**config.mk**
```make
export PLATFORM = sky130hd
export DESIGN_NAME = margin_relay_top
export DESIGN_NICKNAME = d
export VERILOG_FILES = /design/src/rtl/margin_relay_pkg.sv /design/src/rtl/margin_relay_ctrl.sv /design/src/rtl/margin_relay_regs.sv /design/src/rtl/margin_relay_top.sv
export SDC_FILE = /design/constraint.sdc
export NUM_CORES = 1
export LEC_CHECK = 0
export ABC_AREA = 1
export BUFFER_PORTS_ARGS = -buffer_cell sky130_fd_sc_hd__buf_2
export CELL_PAD_IN_SITES_DETAIL_PLACEMENT = 0
export CELL_PAD_IN_SITES_GLOBAL_PLACEMENT = 1
export CORE_MARGIN = 1.5
export CORE_UTILIZATION = 31
export CTS_CLUSTER_SIZE = 16
export DETAILED_ROUTE_END_ITERATION = 10
export PLACE_DENSITY = 0.83
export SKIP_CTS_REPAIR_TIMING = 1
export SYNTH_ARGS = -nofsm -noshare
export SYNTH_HDL_FRONTEND = slang
export SYNTH_SLANG_ARGS = --single-unit
```
**constraint.sdc**
```tcl
create_clock -name clk -period 1.7 [get_ports clk]
set_clock_uncertainty 0.15 [all_clocks]
set_input_delay 0.085 -clock clk [delete_from_list [all_inputs] [get_ports clk]]
set_output_delay 0.085 -clock clk [all_outputs]
set_load 0.005 [all_outputs]
```
**src/rtl/margin_relay_pkg.sv**
```systemverilog
package margin_relay_pkg;
  localparam int ADDR_W   = 3;
  localparam int CAUSE_W  = 4;
  localparam int NUM_REGS = 5;

  localparam logic [ADDR_W-1:0] ADDR_INTEN  = 3'd0;
  localparam logic [ADDR_W-1:0] ADDR_CAUSE  = 3'd1;
  localparam logic [ADDR_W-1:0] ADDR_SWSTAT = 3'd2;
  localparam logic [ADDR_W-1:0] ADDR_CTRL   = 3'd3;
  localparam logic [ADDR_W-1:0] ADDR_MSTAT  = 3'd4;

  localparam int IDX_READY  = 0;
  localparam int IDX_START  = 1;
  localparam int IDX_CHANGE = 2;
  localparam int IDX_STOP   = 3;

  localparam int SW_READY  = 0;
  localparam int MRG_READY = 1;
  localparam int PHY_STAT  = 2;
  localparam int PHY_ERR   = 3;

  typedef enum logic [1:0] {
    CMD_NONE   = 2'd0,
    CMD_START  = 2'd1,
    CMD_CHANGE = 2'd2,
    CMD_STOP   = 2'd3
  } snpCmdE;

  typedef struct packed {
    logic               capture;
    logic [CAUSE_W-1:0] setCause;
  } relayStrbT;
endpackage

```
**src/rtl/margin_relay_ctrl.sv**
```systemverilog
module margin_relay_ctrl
  import margin_relay_pkg::*;
(
  input  logic      clk,
  input  logic      rstN,
  input  logic      linkFast,
  input  logic      snpValid,
  input  logic [1:0] snpCmd,
  input  logic      readyBoth,
  output relayStrbT strb
);
  logic linkPrevQ;

  always_ff @(posedge clk) begin
    if (!rstN) linkPrevQ <= 1'b0;
    else       linkPrevQ <= linkFast;
  end

  always_comb begin
    strb = '0;
    strb.setCause[IDX_READY] = linkFast & ~linkPrevQ;
    if (snpValid && readyBoth && (snpCmd != CMD_NONE)) begin
      strb.capture = 1'b1;
      case (snpCmd)
        CMD_START:  strb.setCause[IDX_START]  = 1'b1;
        CMD_CHANGE: strb.setCause[IDX_CHANGE] = 1'b1;
        CMD_STOP:   strb.setCause[IDX_STOP]   = 1'b1;
        default:    ;
      endcase
    end
  end

  // at most one command class per accepted command
  assert_one_class_R5: assert property (@(posedge clk) disable iff (!rstN)
    $onehot0(strb.setCause[CAUSE_W-1:1]));

  // readiness is only raised while the link indication is high
  assert_ready_level_R2: assert property (@(posedge clk) disable iff (!rstN)
    strb.setCause[IDX_READY] |-> linkFast);
endmodule

```
**src/rtl/margin_relay_regs.sv**
```systemverilog
module margin_relay_regs
  import margin_relay_pkg::*;
#(
  parameter int DATA_W = 32,
  parameter int CTRL_W = 23,
  parameter int ERR_W  = 16
) (
  input  logic              clk,
  input  logic              rstN,
  input  logic [ADDR_W-1:0] busAddr,
  input  logic              busWrEn,
  input  logic [DATA_W-1:0] busWrData,
  output logic [DATA_W-1:0] busRdData,
  input  logic [CTRL_W-1:0] snpWord,
  input  relayStrbT         strb,
  output logic              readyBoth,
  output logic              irq,
  output logic [ERR_W-1:0]  errCntOut,
  output logic [1:0]        phyFlagsOut
);
  localparam int SW_W = 4;

  logic [CAUSE_W-1:0]  intEnQ, causeQ, causeD, clrMask;
  logic [SW_W-1:0]     swStatQ;
  logic [CTRL_W-1:0]   ctrlQ;
  logic [ERR_W-1:0]    errCntQ;
  logic [NUM_REGS-1:0] wrSel;

  always_comb begin
    for (int i = 0; i < NUM_REGS; i++)
      wrSel[i] = busWrEn && (busAddr == ADDR_W'(i));
  end

  assign clrMask = wrSel[ADDR_CAUSE] ? busWrData[CAUSE_W-1:0] : '0;
  assign causeD  = (causeQ & ~clrMask) | strb.setCause;

  always_ff @(posedge clk) begin
    if (!rstN) begin
      intEnQ  <= '0;
      causeQ  <= '0;
      swStatQ <= '0;
      ctrlQ   <= '0;
      errCntQ <= '0;
    end else begin
      causeQ <= causeD;
      if (wrSel[ADDR_INTEN])  intEnQ  <= busWrData[CAUSE_W-1:0];
      if (wrSel[ADDR_SWSTAT]) swStatQ <= busWrData[SW_W-1:0];
      if (wrSel[ADDR_MSTAT])  errCntQ <= busWrData[ERR_W-1:0];
      if (strb.capture)       ctrlQ   <= snpWord;
    end
  end

  always_comb begin
    busRdData = '0;
    case (busAddr)
      ADDR_INTEN:  busRdData[CAUSE_W-1:0] = intEnQ;
      ADDR_CAUSE:  busRdData[CAUSE_W-1:0] = causeQ;
      ADDR_SWSTAT: busRdData[SW_W-1:0]    = swStatQ;
      ADDR_CTRL:   busRdData[CTRL_W-1:0]  = ctrlQ;
      ADDR_MSTAT:  busRdData[ERR_W-1:0]   = errCntQ;
      default:     ;
    endcase
  end

  assign readyBoth   = swStatQ[SW_READY] & swStatQ[MRG_READY];
  assign irq         = |(causeQ & intEnQ);
  assign errCntOut   = errCntQ;
  assign phyFlagsOut = {swStatQ[PHY_ERR], swStatQ[PHY_STAT]};

  // without both ready flags the control word cannot move
  assert_ctrl_hold_R3: assert property (@(posedge clk) disable iff (!rstN)
    !readyBoth |=> $stable(ctrlQ));

  // an accepted command lands in the control register one edge later
  assert_capture_R4: assert property (@(posedge clk) disable iff (!rstN)
    strb.capture |=> (ctrlQ == $past(snpWord)));

  // pending causes only drop through a cause-register write
  assert_cause_sticky_R6: assert property (@(posedge clk) disable iff (!rstN)
    !wrSel[ADDR_CAUSE] |=> ((causeQ & $past(causeQ)) == $past(causeQ)));

  // the error count output follows the low half of a status write
  assert_errcnt_R8: assert property (@(posedge clk) disable iff (!rstN)
    wrSel[ADDR_MSTAT] |=> (errCntOut == $past(busWrData[ERR_W-1:0])));
endmodule

```
**src/rtl/margin_relay_top.sv**
```systemverilog
module margin_relay_top
  import margin_relay_pkg::*;
#(
  parameter int DATA_W = 32,
  parameter int CTRL_W = 23,
  parameter int ERR_W  = 16
) (
  input  logic              clk,
  input  logic              rstN,
  input  logic [2:0]        busAddr,
  input  logic              busWrEn,
  input  logic [DATA_W-1:0] busWrData,
  output logic [DATA_W-1:0] busRdData,
  input  logic              snpValid,
  input  logic [1:0]        snpCmd,
  input  logic [CTRL_W-1:0] snpWord,
  input  logic              linkFast,
  output logic [ERR_W-1:0]  errCntOut,
  output logic [1:0]        phyFlagsOut,
  output logic              irq
);
  relayStrbT strb;
  logic      readyBoth;

  margin_relay_ctrl uCtrl (
    .clk       (clk),
    .rstN      (rstN),
    .linkFast  (linkFast),
    .snpValid  (snpValid),
    .snpCmd    (snpCmd),
    .readyBoth (readyBoth),
    .strb      (strb)
  );

  margin_relay_regs #(
    .DATA_W (DATA_W),
    .CTRL_W (CTRL_W),
    .ERR_W  (ERR_W)
  ) uRegs (
    .clk         (clk),
    .rstN        (rstN),
    .busAddr     (busAddr),
    .busWrEn     (busWrEn),
    .busWrData   (busWrData),
    .busRdData   (busRdData),
    .snpWord     (snpWord),
    .strb        (strb),
    .readyBoth   (readyBoth),
    .irq         (irq),
    .errCntOut   (errCntOut),
    .phyFlagsOut (phyFlagsOut)
  );
endmodule

```
==> results.py <==
metrics = {
    "sta": {
        "fmax_mhz": 632,
        "hold_ws_ns": 0.0400,
        "setup_tns_ns": 0,
        "finalCriticalPeriod_ns": 1.58,
        "fin_crit_sh": 0.931,
        "grt_setup_unrepaired": "false",
        "hold_viol": 0,
        "final_max_slew_viol_count": 0,
        "finalSetupViolations": 0,
    },
    "yosys": {
        "ys.flop_type": "dfxtp_1",
        "async_reset_ff_frac": 0,
        "syn_area_um2": 2410,
        "postSynthCellCount": 344,
        "synth-edff-count": 0,
        "synth_top_area_frac": 0.431,
        "yosysSeqAreaShare": 0.431,
        "synth_area_leader_cell": "dfxtp_1",
        "yosys-top-cells-area": "dfxtp_1, o21ai_0, nor2_1, inv_1, nand2_1",
        "ys_top_cells_by_count": "nor2_1, o21ai_0, dfxtp_1",
        "synth-seq-cells": 52,
        "synth.avg_cell_area_um2": 7.02,
        "synth_most_common_cell": "nor2_1",
        "synth_cell_type_count": 24,
        "yosysWarnings": 0,
    },
    "worst_setup_path": {
        "reg2reg_to": "uRegs.causeQ[3]",
        "cp-end-kind": "flip-flop",
        "reg2reg_depth": 5,
        "regToRegSetupSlack_ns": 0.12,
        "r2r-start": "uRegs.swStatQ[1]",
        "path_class": "reg2reg",
        "cp_max_fo": 3,
        "cp.arrival_ns": 1.68,
        "critPathRequiredTime_ns": 1.80,
        "worst_setup_path_start_kind": "flip-flop",
    },
    "routing": {
        "route.detailed.drc": 0,
        "num_vias": 2567,
        "routed_wirelength_mm": 7.13,
        "wl_per_cell_um": 12.5,
        "drt.antenna.violating_nets": 0,
        "vias_per_cell": 4.50,
        "drt_pre_antenna_iters": 4,
        "drtIter0Drc": 77,
    },
    "grt": {
        "antenna_found_initial": 0,
        "gr-total-overflow": 0,
        "grt_pass1_wl_mm": 10.6,
        "grt_usage": 0.157,
        "grt_pass1_vias": 2212,
        "grt_max_degree": 34,
    },
    "power_and_ir_drop": {
        "power_switching_uw": 587,
        "p_per_area_nw_per_um2": 715,
        "comb_power_share": 0.125,
        "p_leak_uw": 0.00155,
        "pwr-share-seq": 0.509,
        "swShare": 0.238,
        "peakVddDrop_mv": 0.476,
        "p_clk_frac": 0.365,
        "intPower_uw": 1880,
    },
    "placed_design": {
        "hpwl_mm": 4.85,
        "place_area_um2": 2900,
        "dpl.cell_count": 520,
        "io_buffers": 90,
        "gp_congestion": 0.816,
    },
    "die": {
        "fp.dieW_um": 91.2,
        "floorplan.die_area_um2": 8320,
        "core_area_um2": 7410,
        "dieHeight_um": 91.2,
        "placementRows": 31,
        "io_pins": 116,
        "initial_utilization": 0.326,
    },
    "clock_tree": {
        "cts_tree": "built",
        "clock-sinks": 52,
        "clk_latency_ns": 0.31,
        "clockBufferDepth": 2,
        "numCtsBuffers": 5,
        "clkTransAtPathRegs_ns": 0.10,
        "root_buffer": "clkbuf_8",
        "cts_max_level": 2,
    },
    "final_layout": {
        "nFillCells": 769,
        "num_antenna_cells": 0,
        "final_nets": 536,
        "utilization": 0.466,
        "drive_gt1_frac": 0.246,
        "stdcell_count": 571,
        "final_area_um2": 3450,
        "area_delta_synth_final_pct": 43.0,
    },
    "run": {
        "maxCapViolCount": 0,
    },
    "hold_path": {
        "hold_depth": 3,
        "min_to": "uRegs.intEnQ[1]",
        "hp-start": "rstN",
        "hp-class": "in2reg",
    },
    "outcome": {
        "status": "complete, no violations",
    },
}
## power groups by stage
stage | clock, uW | combinational [uW] | sequential (uW)
finish | 902 | 309 | 1260
global route | 975 | 342 | 1260
CTS | 933 | 232 | 1260
detailed placement | 0 | 231 | 1280
global placement | 0 | 228 | 1280
floorplan | 0 | 130 | 1280
## flip-flops by register name, indices dropped and copies added, names as in the netlist
register,cells
uRegs.errCntOut,16
uRegs.causeQ,4
uCtrl.linkPrevQ,1
uRegs.ctrlQ,23
uRegs.swStatQ,4
uRegs.intEnQ,4
## metal layers
metal / part of all wire / track usage / wire (um)
met2: 0.49 / 0.248 / 3500
met4: 0.013 / 0.0534 / 91
met1: 0.45 / 0.211 / 3230
met3: 0.043 / 0.0335 / 307
met5: 0 / 0 / 0
## worst max path at each step
stage                     start  slack (ns)              end
6_report       uRegs.swStatQ[1]        0.12  uRegs.causeQ[3]
4_1_cts        uRegs.swStatQ[1]        0.23  uRegs.ctrlQ[13]
3_3_place_gp         busAddr[0]        0.27    busRdData[13]
2_1_floorplan  uRegs.swStatQ[1]        0.52   uRegs.ctrlQ[0]
5_1_grt        uRegs.swStatQ[1]        0.04  uRegs.causeQ[3]
3_5_place_dp   uRegs.swStatQ[1]        0.25  uRegs.ctrlQ[13]
## critical path, cell delays in order (launching register included)
cell and delay, ns:
dfxtp_1 0.37, nand3_2 0.14, inv_1 0.11, nand3_1 0.06, dlygate4sd3_1 0.55, a21oi_1 0.14
## placed cells by master (no fill, tap or decap)
master / netlist / final
nor2_4: 1 / 1
o2111ai_1: 1 / 1
buf_2: 7 / 90
nand3_1: 20 / 20
nor2_1: 76 / 76
nand2_1: 28 / 28
inv_1: 39 / 39
clkinv_4: 0 / 1
dlygate4sd3_1: 0 / 43
a21oi_1: 19 / 19
nor2_2: 2 / 2
o21ai_1: 6 / 6
dfxtp_1: 52 / 52
conb_1: 1 / 9
buf_4: 13 / 7
nand2_2: 2 / 2
inv_2: 1 / 1
bufinv_16: 0 / 1
clkbuf_8: 0 / 6
buf_12: 0 / 1
o22ai_1: 1 / 1
o21ai_0: 58 / 58
a21oi_4: 1 / 1
nand3_2: 3 / 3
nand4_1: 4 / 4
## logic make-up after synthesis
| kind of cell | share of synthesized area |
|---|---|
| AO/OA/AOI/OAI | 0.185 |
| buffers and inverters | 0.141 |
| flip-flops | 0.431 |
| other | 0.00155 |
| AND/OR/NAND/NOR | 0.241 |
## area by class of cell
cell class | instances | area [um2] | share of cell area
repair buffers | 141 | 953 | 0.276
multi-input cells | 231 | 1060 | 0.308
inverters | 40 | 150 | 0.0435
clock buffers | 6 | 82.6 | 0.0239
well taps | 99 | 124 | 0.0359
clock inverters | 2 | 38.8 | 0.0112
flip-flops and latches | 52 | 1040 | 0.302
## per-stage QoR
stage / worst slack (ns) / power, uW
floorplan: 0.516 / 1410
global placement: 0.265 / 1510
detailed placement: 0.250 / 1520
CTS: 0.234 / 2420
global route: 0.0435 / 2580
finish: 0.117 / 2470
Note: power is estimated with default switching activity, not from simulation.
